**config.mk**
```make
export PLATFORM = sky130hd
export DESIGN_NAME = pwr_supervisor
export DESIGN_NICKNAME = d
export VERILOG_FILES = /design/src/rtl/pwrsup_pkg.sv /design/src/rtl/pwrsup_sync.sv /design/src/rtl/pwrsup_startup.sv /design/src/rtl/pwrsup_regs.sv /design/src/rtl/pwr_supervisor.sv
export SDC_FILE = /design/constraint.sdc
export NUM_CORES = 1
export LEC_CHECK = 0
export BUFFER_PORTS_ARGS = -buffer_cell sky130_fd_sc_hd__buf_4
export CORE_ASPECT_RATIO = 1.4
export CORE_MARGIN = 3
export CORE_UTILIZATION = 40
export CTS_BUF_LIST = sky130_fd_sc_hd__clkbuf_8
export DETAILED_ROUTE_END_ITERATION = 7
export GPL_ROUTABILITY_DRIVEN = 1
export PLACE_DENSITY = 0.64
export SLEW_MARGIN = 20
export SYNTH_ARGS = -nofsm -noshare
export SYNTH_HDL_FRONTEND = slang
export SYNTH_HIERARCHICAL = 1
export SYNTH_SLANG_ARGS = --single-unit
```
**constraint.sdc**
```tcl
create_clock -name clk -period 2.9 [get_ports clk]
set_input_delay 0 -clock clk [delete_from_list [all_inputs] [get_ports clk]]
set_output_delay 0 -clock clk [all_outputs]
set_load 0.1 [all_outputs]
```
**src/rtl/pwrsup_pkg.sv**
```systemverilog
package pwrsup_pkg;
  localparam int unsigned REG_W    = 8;
  localparam int unsigned BIT_PF   = 0;
  localparam int unsigned BIT_POR  = 1;
  localparam int unsigned BIT_IEN  = 2;
  localparam int unsigned BIT_KEEP = 3;

  typedef struct packed {
    logic keep;
    logic irq_en;
    logic por;
    logic pf;
  } ctrl_t;
endpackage

```
**src/rtl/pwrsup_sync.sv**
```systemverilog
module pwrsup_sync #(
  parameter int unsigned WIDTH  = 2,
  parameter int unsigned STAGES = 2
) (
  input  logic             clk,
  input  logic             rst_n,
  input  logic [WIDTH-1:0] d_i,
  output logic [WIDTH-1:0] q_o
);
  logic [WIDTH-1:0] stage_q [STAGES];

  always_ff @(posedge clk or negedge rst_n) begin
    if (!rst_n) begin
      for (int i = 0; i < STAGES; i++) stage_q[i] <= '0;
    end else begin
      stage_q[0] <= d_i;
      for (int i = 1; i < STAGES; i++) stage_q[i] <= stage_q[i-1];
    end
  end

  assign q_o = stage_q[STAGES-1];
endmodule

```
**src/rtl/pwrsup_startup.sv**
```systemverilog
module pwrsup_startup #(
  parameter int unsigned STARTUP_CYCLES = 65536,
  parameter int unsigned CNT_W          = $clog2(STARTUP_CYCLES + 1)
) (
  input  logic             clk,
  input  logic             rst_n,
  input  logic             supply_low_i,
  output logic [CNT_W-1:0] cnt_o,
  output logic             hold_o,
  output logic             release_o
);
  localparam logic [CNT_W-1:0] TERM     = CNT_W'(STARTUP_CYCLES);
  localparam logic [CNT_W-1:0] TERM_M1  = CNT_W'(STARTUP_CYCLES - 1);

  logic [CNT_W-1:0] cnt_q, cnt_d;
  logic             cnt_en;
  logic             done;

  assign done = (cnt_q == TERM);

  always_comb begin
    cnt_en = supply_low_i || !done;
    if (supply_low_i) cnt_d = '0;
    else              cnt_d = cnt_q + 1'b1;
  end

  always_ff @(posedge clk or negedge rst_n) begin
    if (!rst_n)      cnt_q <= '0;
    else if (cnt_en) cnt_q <= cnt_d;
  end

  assign cnt_o     = cnt_q;
  assign hold_o    = supply_low_i || !done;
  assign release_o = !supply_low_i && (cnt_q == TERM_M1);
endmodule

```
**src/rtl/pwrsup_regs.sv**
```systemverilog
module pwrsup_regs
  import pwrsup_pkg::*;
#(
  parameter int unsigned ADDR_W = 2
) (
  input  logic              clk,
  input  logic              rst_n,
  input  logic              warn_low_i,
  input  logic              por_set_i,
  input  logic              we_i,
  input  logic [ADDR_W-1:0] addr_i,
  input  logic [REG_W-1:0]  wdata_i,
  output logic [REG_W-1:0]  rdata_o,
  output ctrl_t             ctrl_o
);
  localparam int unsigned PAD_W = REG_W - $bits(ctrl_t);

  ctrl_t ctrl_q, ctrl_d;
  logic  sel;
  logic  hit;

  assign sel = (addr_i == '0);
  assign hit = we_i && sel;

  always_comb begin
    ctrl_d        = ctrl_q;
    // Set sources win over a software clear in the same cycle.
    ctrl_d.pf     = warn_low_i || (ctrl_q.pf  && !(hit && !wdata_i[BIT_PF]));
    ctrl_d.por    = por_set_i  || (ctrl_q.por && !(hit && !wdata_i[BIT_POR]));
    if (hit) begin
      ctrl_d.irq_en = wdata_i[BIT_IEN];
      ctrl_d.keep   = wdata_i[BIT_KEEP];
    end
  end

  always_ff @(posedge clk or negedge rst_n) begin
    if (!rst_n) ctrl_q <= '0;
    else        ctrl_q <= ctrl_d;
  end

  assign rdata_o = sel ? {{PAD_W{1'b0}}, ctrl_q} : '0;
  assign ctrl_o  = ctrl_q;
endmodule

```
**src/rtl/pwr_supervisor.sv**
```systemverilog
module pwr_supervisor
  import pwrsup_pkg::*;
#(
  parameter int unsigned STARTUP_CYCLES = 65536,
  parameter int unsigned SYNC_STAGES    = 2,
  parameter int unsigned ADDR_W         = 2
) (
  input  logic              clk,
  input  logic              rst_n,
  input  logic              vrst_ok_i,
  input  logic              vwarn_ok_i,
  input  logic              stop_i,
  input  logic              reg_we_i,
  input  logic [ADDR_W-1:0] reg_addr_i,
  input  logic [7:0]        reg_wdata_i,
  output logic [7:0]        reg_rdata_o,
  output logic              sys_rst_o,
  output logic              pfail_irq_o
);
  localparam int unsigned CNT_W = $clog2(STARTUP_CYCLES + 1);

  logic [1:0]       cmp_s;
  logic             rst_ok_s, warn_ok_s;
  logic             monitor_on;
  logic             supply_low, warn_low;
  logic [CNT_W-1:0] start_cnt;
  logic             hold, rel_pulse;
  ctrl_t            ctrl;

  pwrsup_sync #(.WIDTH(2), .STAGES(SYNC_STAGES)) u_sync (
    .clk   (clk),
    .rst_n (rst_n),
    .d_i   ({vwarn_ok_i, vrst_ok_i}),
    .q_o   (cmp_s)
  );

  assign rst_ok_s   = cmp_s[0];
  assign warn_ok_s  = cmp_s[1];
  assign monitor_on = !stop_i || ctrl.keep;
  assign supply_low = monitor_on && !rst_ok_s;
  assign warn_low   = monitor_on && !warn_ok_s;

  pwrsup_startup #(.STARTUP_CYCLES(STARTUP_CYCLES), .CNT_W(CNT_W)) u_start (
    .clk          (clk),
    .rst_n        (rst_n),
    .supply_low_i (supply_low),
    .cnt_o        (start_cnt),
    .hold_o       (hold),
    .release_o    (rel_pulse)
  );

  pwrsup_regs #(.ADDR_W(ADDR_W)) u_regs (
    .clk        (clk),
    .rst_n      (rst_n),
    .warn_low_i (warn_low),
    .por_set_i  (rel_pulse),
    .we_i       (reg_we_i),
    .addr_i     (reg_addr_i),
    .wdata_i    (reg_wdata_i),
    .rdata_o    (reg_rdata_o),
    .ctrl_o     (ctrl)
  );

  assign sys_rst_o   = hold;
  assign pfail_irq_o = ctrl.pf && ctrl.irq_en;
endmodule

```
Yosys cells after proc, flatten, opt, wreduce, memory -nomap -nowiden
Index checks and enable logic that the tools add are counted.
{"block": "totals", "n_memories": 0, "regBits": 25, "rom_bits": 0, "output_inout_bits": 10, "latch_bits": 0, "in_bits": 16, "word_cells": 35, "ram_bits": 0}
{"block": "op_classes", "bitwise": 0, "n_addsub": 1, "order_cmp": 0, "n_reduce_logical": 23, "shift": 0, "mul": 0, "n_div": 0, "eq_ne": 2, "n_mux": 2}
{"operator": "$add 17x1->17 const B", "n": 1}
{"operator": "$eq 17x16->1 const B", "n": 1}
{"operator": "$eq 17x17->1 const B", "n": 1}
{"operator": "$mux 17", "n": 1}
{"operator": "$logic_and 1x1->1", "n": 9}
{"operator": "$logic_not 1->1", "n": 9}
{"operator": "$logic_or 1x1->1", "n": 4}
{"operator": "$mux 4", "n": 1}
{"operator": "$logic_not 2->1", "n": 1}

Logic depth before layout (Yosys ltp)
Gate-level depths: netlist of the first run.
{"block": "logic_depth", "ltp_word": 6, "mapped_depth": 8}

By module
Netlist of the first run, hierarchy kept.
{"mod": "pwrsup_startup", "seq_area_each_um2": 425.4, "cells_each": 95, "n_inst": 1, "area_each_um2": 955.9}
{"mod": "pwrsup_regs", "seq_area_each_um2": 100.1, "cells_each": 23, "n_inst": 1, "area_each_um2": 229.0}
{"mod": "pwrsup_sync", "seq_area_each_um2": 100.1, "cells_each": 6, "n_inst": 1, "area_each_um2": 115.1}
{"mod": "pwr_supervisor", "seq_area_each_um2": 0.0, "cells_each": 4, "n_inst": 1, "area_each_um2": 32.5}

Worst setup path after synthesis of the first run
Ideal clock, no wire load.
{"block": "synth_timing", "path_kind": "register to output", "start": "register u_start.cnt_q[0] (netlist: u_start/cnt_o[0])", "end": "output port sys_rst_o", "required_time_ns": 2.900, "n_path_buf": 0, "path_stages_with_launch": 6, "arrival_ns": 1.738, "slack_ns": 1.162, "cell_sequence": "dfrtp_1 -> inv_1 -> ha_1 -> nor4b_1 -> nand4_1 -> or2_1"}
{"block": "synth_via", "elab_chain_len": 3}
{"element": "from (decl)", "line_no": "pwrsup_startup.sv:15", "text": "logic [CNT_W-1:0] cnt_q, cnt_d;"}
{"element": "from (signal assigned)", "line_no": "pwrsup_startup.sv:29", "text": "else if (cnt_en) cnt_q <= cnt_d;"}
{"element": "$eq 17x17->1", "line_no": "pwrsup_startup.sv:19", "text": "assign done = (cnt_q == TERM);"}
{"element": "$logic_not 1->1", "line_no": "pwrsup_startup.sv:33", "text": "assign hold_o = supply_low_i || !done;"}
{"element": "$logic_or 1x1->1", "line_no": "pwrsup_startup.sv:33"}
{"element": "to (decl)", "line_no": "pwr_supervisor.sv:17", "text": "output logic sys_rst_o,"}
No other way between the ends.

Final worst setup path of the first run
Same ends and word-level chain as after synthesis.

==> results of run 1 <==
-- per-layer routing --
layer | vias to the layer above | GRT usage (%)
met2 | 23 | 25.00
met3 | 4 | 2.605
met1 | 437 | 14.29
li1 | 455 | -
met5 | - | 0
met4 | 0 | 5.817
-- state kept, by name, indices dropped and copies added, names as in the netlist --
signal and count:
u_regs/ctrl_o 4, u_start/cnt_o 17, u_sync/q_o 2, u_sync/stage_q 2
-- path summary, 6_finish.rpt --
kind	slack (ns)	startpoint	end
min in group asynchronous	0.16	rst_n	u_start/cnt_o[9]
min reg2reg	0.36	u_sync/stage_q[2]	u_sync/q_o[0]
min	0.003	reg_wdata_i[1]	u_regs/ctrl_o[1]
max reg2reg	0.98	u_start/cnt_o[0]	u_regs/ctrl_o[1]
max	0.72	u_start/cnt_o[0]	sys_rst_o
max in group asynchronous	2.51	rst_n	u_start/cnt_o[1]
-- cells in the mapped netlist (3+ instances only) --
cell	instances
dfrtp_1	25
nor2_1	23
xnor2_1	11
nand3_1	7
buf_4	6
inv_1	6
and2_1	5
a21oi_1	4
nor3_1	4
ha_1	3
xor2_1	3
-- power by group through the flow --
stage | registers (mW) | clock network [mW] | logic, mW
2_1_floorplan | 0.414 | 0 | 0.148
3_3_place_gp | 0.422 | 0 | 0.181
3_5_place_dp | 0.423 | 0 | 0.184
4_1_cts | 0.417 | 0.208 | 0.191
5_1_grt | 0.422 | 0.222 | 0.207
6_report | 0.417 | 0.201 | 0.191
-- cell families after synthesis --
logic type / after synthesis
other cells: 1
buf+inv: 15
fa+ha+maj: 3
xor+xnor: 14
flops: 25
mux: 3
simple gates: 61
compound gates: 6
-- stage by stage --
stage | util, % | std cells | hold WS, ns | power [mW] | worst slack (ns)
6_report | 49.21 | 187 | 0.003050 | 0.8090 | 0.7190
5_1_grt | 49.21 | 187 | 0.006339 | 0.8512 | 0.5434
4_1_cts | 49.21 | 187 | 0.001353 | 0.8154 | 0.7757
3_5_place_dp | 46.19 | 178 | -0.08100 | 0.6077 | 1.017
3_3_place_gp | 46.19 | 178 | -0.08418 | 0.6024 | 1.049
2_1_floorplan | - | 131 | -0.2956 | 0.5623 | 1.163
-- layout make-up --
| cell class | count | area [um2] |
|---|---|---|
| fill | 309 | 1602 |
| sequential | 25 | 625.6 |
| timing repair buffer | 22 | 177.7 |
| clock buffer | 3 | 41.29 |
| tap | 39 | 48.80 |
| clock inverter | 1 | 3.754 |
| multi-input combinational | 91 | 631.9 |
| inverter | 6 | 22.52 |
-- worst max-delay path: stages (launching register included) --
cell     delay [ns]
dfrtp_1        0.47
inv_1          0.09
ha_1           0.14
nor4b_1        0.38
nand4_1        0.31
or2_1          0.29
buf_4          0.23
==> impl_metrics.tcl, run 1 <==
set metrics [dict create \
    holdPathStages 3 \
    worstSetupPathType "register to primary output" \
    synthDistinctLibCells 34 \
    drt-met1-wl_mm 1.008 \
    seq_area_frac_synth_pct 46.95 \
    worstSetupStartpointType "register" \
    die_area_um2 4070 \
    dpl-instance-area_um2 1456 \
    ys_top_cells_by_area "dfrtp_1 47%, xnor2_1 7.2%, nor2_1 6.5%, buf_4 3.4%, nor4_4 3.2%" \
    setup_viol 0 \
    synth_seq_cells 25 \
    end_kind "primary output" \
    vias 919 \
    fmax_mhz 458.5 \
    p_switching_mw 0.2728 \
    routed-wl-met3_um 110 \
    grt_start_max_net_pins 26 \
    die_w_um 54.78 \
    yosysTopAreaCell "dfrtp_1" \
    routed.top_layer "met4" \
    cts_tree "built" \
    ant_nets 0 \
    final_cell_mix "25 x dfrtp_1, 23 x nor2_1, 17 x buf_4, 11 x xnor2_1" \
    cts_hold_buf 5 \
    synth-edff-count 0 \
    htree_levels 1 \
    grt_pass1_vias 987 \
    synth-simple-area-share_pct 29.30 \
    die_h_um 74.29 \
    period_minus_slack_ns 2.181 \
    totalWireLength_mm 2.430 \
    clock_sinks 25 \
    drt_iter0_markers 12 \
    layout.cell_area.non_filler_um2 1551 \
    synthCells 128 \
    grt_overflow 0 \
    status "finished, final reports clean" \
    dpl.hpwl_mm 1.801 \
    initial_utilization_pct 42.26 \
    p_seq_share_pct 51.5 \
    wl_met2_mm 1.277 \
    syn_area_per_cell_um2 10.41 \
    cp_data_arrival_time_ns 2.18 \
    cts-resized-gates 0 \
    areaGrowthSynthToFinish_pct 16.43 \
    postSynth.asyncResetShare_pct 100.0 \
    n_antenna_cell 0 \
    worstMarginPinSlew_ns 0.7781 \
    synthesis.area_um2 1333 \
    io_pins 26 \
    rsz0062_at_grt "no" \
    post_route_cells_drive_above_1_share_pct 22.30 \
    ir_drop_mv 0.2423 \
    worstPathRequired_ns 2.90 \
    power.internal_mw 0.5362 \
    synth_mux_area_share_pct 2.441 \
    vias_per_cell 4.914 \
    power.leakage_nw 0.7121 \
    skew_ns 0.003596 \
    setup-tns-final_ns 0 \
    slew_viol_final 0 \
    portBuffers 17 \
    first_pass_iters 4 \
    relSlewSlack_pct 48.07 \
    gp_congestion 0.7115 \
    synth_compound_area_share_pct 2.535 \
    cap_viol_max_count 0 \
    cts_buffer_depth 2 \
    comb_power_share_pct 23.6 \
    r2r_cells 8 \
    drc 0 \
    nets 168 \
    grt_antenna_before_repair 0 \
    synth_top_family_by_area "simple AND/OR/NAND/NOR gates" \
    hold_violations 0 \
    crit_fanout 7 \
    cts_made_buffers 3 \
    cts-root-buf "clkbuf_8" \
    synth_top_cell_area_share_pct 46.95 \
    synth_flop_cell "dfrtp_1" \
    path_clk_slew_ns 0.08 \
    yosys_warnings 6 \
    synth_fa_ha_area_share_pct 2.817 \
    row_count 24 \
    powerDensity_nw_per_um2 521.4 \
    wl_per_cell_um 12.99 \
    grt_usage_pct 13.57 \
    core_um2 3153 \
    switching_share_pct 33.72 \
    fin_crit_sh_pct 75.21 \
    grt_pass1_wl_mm 4.071 \
    clk_latency_ns 0.27 \
    pwr-share-clk_pct 24.9 \
    hp-class "primary input to register" \
    layout_commonest_cell "dfrtp_1" \
    postCtsSetupRepairBufs 0 \
    synthXorXnorAreaFrac_pct 9.202 \
]
Power figures use the tool's default switching activity.
==> inputs of run 2 (changes only) <==
--- a/config.mk
+++ b/config.mk
@@ -12,7 +12,7 @@
 export CTS_BUF_LIST = sky130_fd_sc_hd__clkbuf_8
 export DETAILED_ROUTE_END_ITERATION = 7
 export GPL_ROUTABILITY_DRIVEN = 1
-export PLACE_DENSITY = 0.64
+export PLACE_DENSITY = 0.66
 export SLEW_MARGIN = 20
 export SYNTH_ARGS = -nofsm -noshare
 export SYNTH_HDL_FRONTEND = slang
==> constraint.sdc (replaced) <==
create_clock -name clk -period 1.9 [get_ports clk]
set_input_delay 0 -clock clk [delete_from_list [all_inputs] [get_ports clk]]
set_output_delay 0 -clock clk [all_outputs]
set_load 0.1 [all_outputs]
==> impl_metrics.tcl, run 2 (synthesis results as in run 1) <==
set metrics [dict create \
    setup_viol 0 \
    path_clk_slew_ns 0.08 \
    place_ws_ns 0.1053 \
    status "finished, final reports clean" \
    dp.cells 181 \
    vias 966 \
    ir_drop_mv 0.5410 \
    areaGrowthSynthToFinish_pct 20.19 \
    crit_fanout 7 \
    holdWs_ns 0.009369 \
    startpoint "u_start/cnt_o[0]" \
    fmax_mhz 553.0 \
    min_from "reg_wdata_i[0]" \
    worstReg2RegStart "u_start/cnt_o[0]" \
    htree_levels 1 \
    hp-class "primary input to register" \
    power.leakage_nw 0.7324 \
    cts_tree "built" \
    nets 172 \
    grt_start_max_net_pins 26 \
    clock_sinks 25 \
    drc 0 \
    slew_viol_final 0 \
    cts_made_buffers 3 \
    clk_latency_ns 0.26 \
    cp_data_arrival_time_ns 1.81 \
    core_um2 3153 \
    die_h_um 74.29 \
    die_w_um 54.78 \
    drt_iter0_markers 39 \
    largest_register_ffs 17 \
    ant_nets 0 \
    dpl.hpwl_mm 1.794 \
    vias_per_cell 5.058 \
    final_cell_mix "23 x nor2_1, 23 x dfrtp_1, 20 x buf_4, 11 x xnor2_1, 7 x nand3_1" \
    cts_buffer_depth 2 \
    hold_violations 0 \
    portBuffers 17 \
    totalWireLength_mm 2.475 \
    cap_viol_max_count 0 \
    fin_crit_sh_pct 95.17 \
    wl_per_cell_um 12.96 \
    n_antenna_cell 0 \
    io_pins 26 \
    powerDensity_nw_per_um2 776.4 \
    cts-root-buf "clkbuf_8" \
    grt_overflow 0 \
    worst_slack_ns 0.09176 \
    finalNonFillerCells 191 \
    end_kind "primary output" \
    fin_util_pct 50.79 \
    gp_congestion 0.8732 \
    grt_pass1_vias 950 \
    dpl-instance-area_um2 1479 \
    worstPathRequired_ns 1.90 \
    worstSetupStartpointType "register" \
    layout.cell_area.non_filler_um2 1602 \
    initial_utilization_pct 42.26 \
    grt_pass1_wl_mm 3.967 \
    worstSetupPathType "register to primary output" \
    grt_usage_pct 13.36 \
    skew_ns 0.002648 \
    period_minus_slack_ns 1.808 \
    grt_antenna_before_repair 0 \
    row_count 24 \
    post_route_cells_drive_above_1_share_pct 27.63 \
    first_pass_iters 4 \
    die_area_um2 4070 \
]
[run 2: worst paths after layout]
path	cells past startpoint	slack, ns	endpoint
setup / recovery	6	0.09	sys_rst_o
hold / removal	3	0.009	u_regs/ctrl_o[0]
setup reg to reg	8	0.21	u_regs/ctrl_o[1]
hold reg to reg	0	0.35	u_sync/q_o[0]
max in group asynchronous	2	1.47	u_start/cnt_o[0]
min in group asynchronous	2	0.16	u_start/cnt_o[9]
[run 2: metal layers]
layer	wire (um)	share of wire (%)	vias up	GRT usage [%]
li1	-	-	467	-
met1	982	40	470	14.27
met2	1342	54	23	24.21
met3	103	4.2	6	2.004
met4	46	1.9	0	6.925
met5	0	0	-	0
[run 2: power breakdown]
part	internal (mW)	switching, mW
clock	0.146	0.157
combinational	0.107	0.192
sequential	0.577	0.0644
total	0.830	0.413
[run 2: layout make-up]
type                            count  area, um2
Fill cell                         291       1551
Multi-Input combinational cell     91      644.4
Sequential cell                    25      628.1
Timing Repair Buffer               26      211.5
Tap cell                           39      48.80
Clock buffer                        3      41.29
Inverter                            6      22.52
Clock inverter                      1      5.005
[run 2: timing repair]
action,CTS,global route
gates cloned,0,0
buffers inserted,1,0
pin swaps,1,0
setup endpoints to repair,1,1
hold buffers,5,0
gates resized for setup,1,4
hold endpoints to repair,29,0
[run 2: critical path, stage by stage (launching register included)]
cell     delay, ns
dfrtp_2       0.46
inv_1         0.08
ha_1          0.14
nor4b_2       0.23
nand4_1       0.17
or2_1         0.26
buf_6         0.19
[run 2: metrics by stage]
step	power [mW]	setup TNS, ns
2_1_floorplan	0.8582	0
3_3_place_gp	0.9237	0
3_5_place_dp	0.9313	0
4_1_cts	1.259	0
5_1_grt	1.312	-0.002446
6_report	1.243	0
==> inputs of run 3 (changes only) <==
==> constraint.sdc (replaced) <==
create_clock -name clk -period 1.5 [get_ports clk]
set_input_delay 0 -clock clk [delete_from_list [all_inputs] [get_ports clk]]
set_output_delay 0 -clock clk [all_outputs]
set_load 0.1 [all_outputs]
==> impl_metrics.tcl, run 3 (synthesis results as in run 1) <==
set metrics [dict create \
    status "complete, but fails checks" \
    failed_checks "setup timing" \
    dpl.hpwl_mm 2.106 \
    first_pass_iters 4 \
    clock_sinks 25 \
    die_w_um 54.78 \
    rsz0062_at_grt "yes" \
    die_area_um2 4070 \
    end_kind "primary output" \
    portBuffers 17 \
    cp_data_arrival_time_ns 1.76 \
    crit_fanout 2 \
    clk_latency_ns 0.26 \
    hp-class "primary input to register" \
    io_pins 26 \
    timing.rr.end "u_regs/ctrl_o[1]" \
    cap_viol_max_count 0 \
    wl_per_cell_um 13.65 \
    startpoint "u_start/cnt_o[10]" \
    final_cell_mix "50 x buf_4, 21 x nor2_1, 19 x dfrtp_1, 10 x xnor2_1" \
    drt_iter0_markers 50 \
    layout_commonest_cell "buf_4" \
    nets 206 \
    crit_end "sys_rst_o" \
    skew_ns 0.001946 \
    vias 1105 \
    slew_viol_final 0 \
    vias_per_cell 4.911 \
    grt_pass1_wl_mm 5.057 \
    grt_antenna_before_repair 0 \
    post_route_cells_drive_above_1_share_pct 51.61 \
    cts_buffer_depth 2 \
    grt_start_max_net_pins 26 \
    worstPathRequired_ns 1.50 \
    power.leakage_nw 0.9536 \
    grt_usage_pct 16.84 \
    worst_slack_ns -0.2553 \
    r2r_cells 9 \
    n_antenna_cell 0 \
    grt_pass1_vias 1173 \
    totalWireLength_mm 3.071 \
    die_h_um 74.29 \
    powerDensity_nw_per_um2 913.4 \
    areaGrowthSynthToFinish_pct 50.70 \
    drc 0 \
    largest_register_ffs 17 \
    setup_viol 4 \
    fin_crit_sh_pct 117.0 \
    grt_overflow 0 \
    ant_nets 0 \
    initial_utilization_pct 42.26 \
    setup-tns-final_ns -0.4070 \
    period_minus_slack_ns 1.755 \
    ir_drop_mv 0.6367 \
    worstSetupStartpointType "register" \
    core_um2 3153 \
    path_clk_slew_ns 0.09 \
    worstReg2RegStart "u_start/cnt_o[0]" \
    fmax_mhz 569.7 \
    cts_tree "built" \
    final.fill_count 245 \
    cts-root-buf "clkbuf_8" \
    cts_made_buffers 3 \
    place_ws_ns -0.07038 \
    r2r_setup_slack_ns -0.06 \
    hold_violations 0 \
    row_count 24 \
    htree_levels 1 \
    worstSetupPathType "register to primary output" \
    gp_congestion 0.7794 \
]
==> run 3: routing by layer <==
metal	up-vias	part of all wire [%]	wire length (um)	GRT usage, %
li1	534	-	-	-
met5	-	0	0	0
met3	6	3.6	112	2.405
met1	544	38	1175	19.92
met2	21	56	1721	29.47
met4	0	2.0	61	6.925
==> run 3: report_power, final <==
group	internal [mW]	switching [mW]	total [mW]
Combinational	0.308	0.337	0.645
Sequential	0.734	0.0619	0.796
Clock	0.185	0.208	0.393
==> run 3: through the flow <==
stage                     utilization (%)  hold slack [ns]  instance area [um2]  std cells  total power, mW
after floorplan                         -          -0.2956                 1383        131            1.119
after global routing                63.69          0.03566                 2008        225            1.933
after detailed placement            54.56         -0.07503                 1720        208            1.305
after CTS                           60.40          0.01356                 1904        222            1.814
after global placement              54.56         -0.08241                 1720        208            1.291
final                               63.69          0.01215                 2008        225            1.834
==> run 3: worst min-delay path by stage <==
stage | from | end | depth (start not counted)
6_report | reg_wdata_i[0] | u_regs/ctrl_o[0] | 3
3_5_place_dp | rst_n | u_regs/ctrl_o[3] | 1
3_3_place_gp | rst_n | u_regs/ctrl_o[0] | 1
4_1_cts | reg_wdata_i[0] | u_regs/ctrl_o[0] | 3
2_1_floorplan | rst_n | u_regs/ctrl_o[0] | 0
5_1_grt | reg_wdata_i[0] | u_regs/ctrl_o[0] | 3
==> run 3: timing repair <==
action / CTS / global route
setup endpoints to repair: 4 / 14
pin swaps: 8 / 9
gates resized for setup: 11 / 21
endpoints found under the hold margin: 29 / 0
hold buffers: 5 / 0
gates cloned: 0 / 0
buffers inserted: 5 / 3
==> run 3: cell type report <==
cell class              count  area (um2)  area share (%)
clock buffers               3       41.29           2.056
flip-flops and latches     25       633.1           31.53
well taps                  39       48.80           2.430
clock inverters             1       5.005          0.2492
repair buffers             60       494.2           24.61
inverters                   6       25.02           1.246
multi-input cells          91       760.7           37.88
==> run 3: worst max-delay path, stage by stage (launching register included) <==
cell and delay, ns:
dfrtp_1 0.40, nor4_1 0.36, buf_4 0.18, nand4_1 0.13, or2_4 0.27, buf_12 0.16
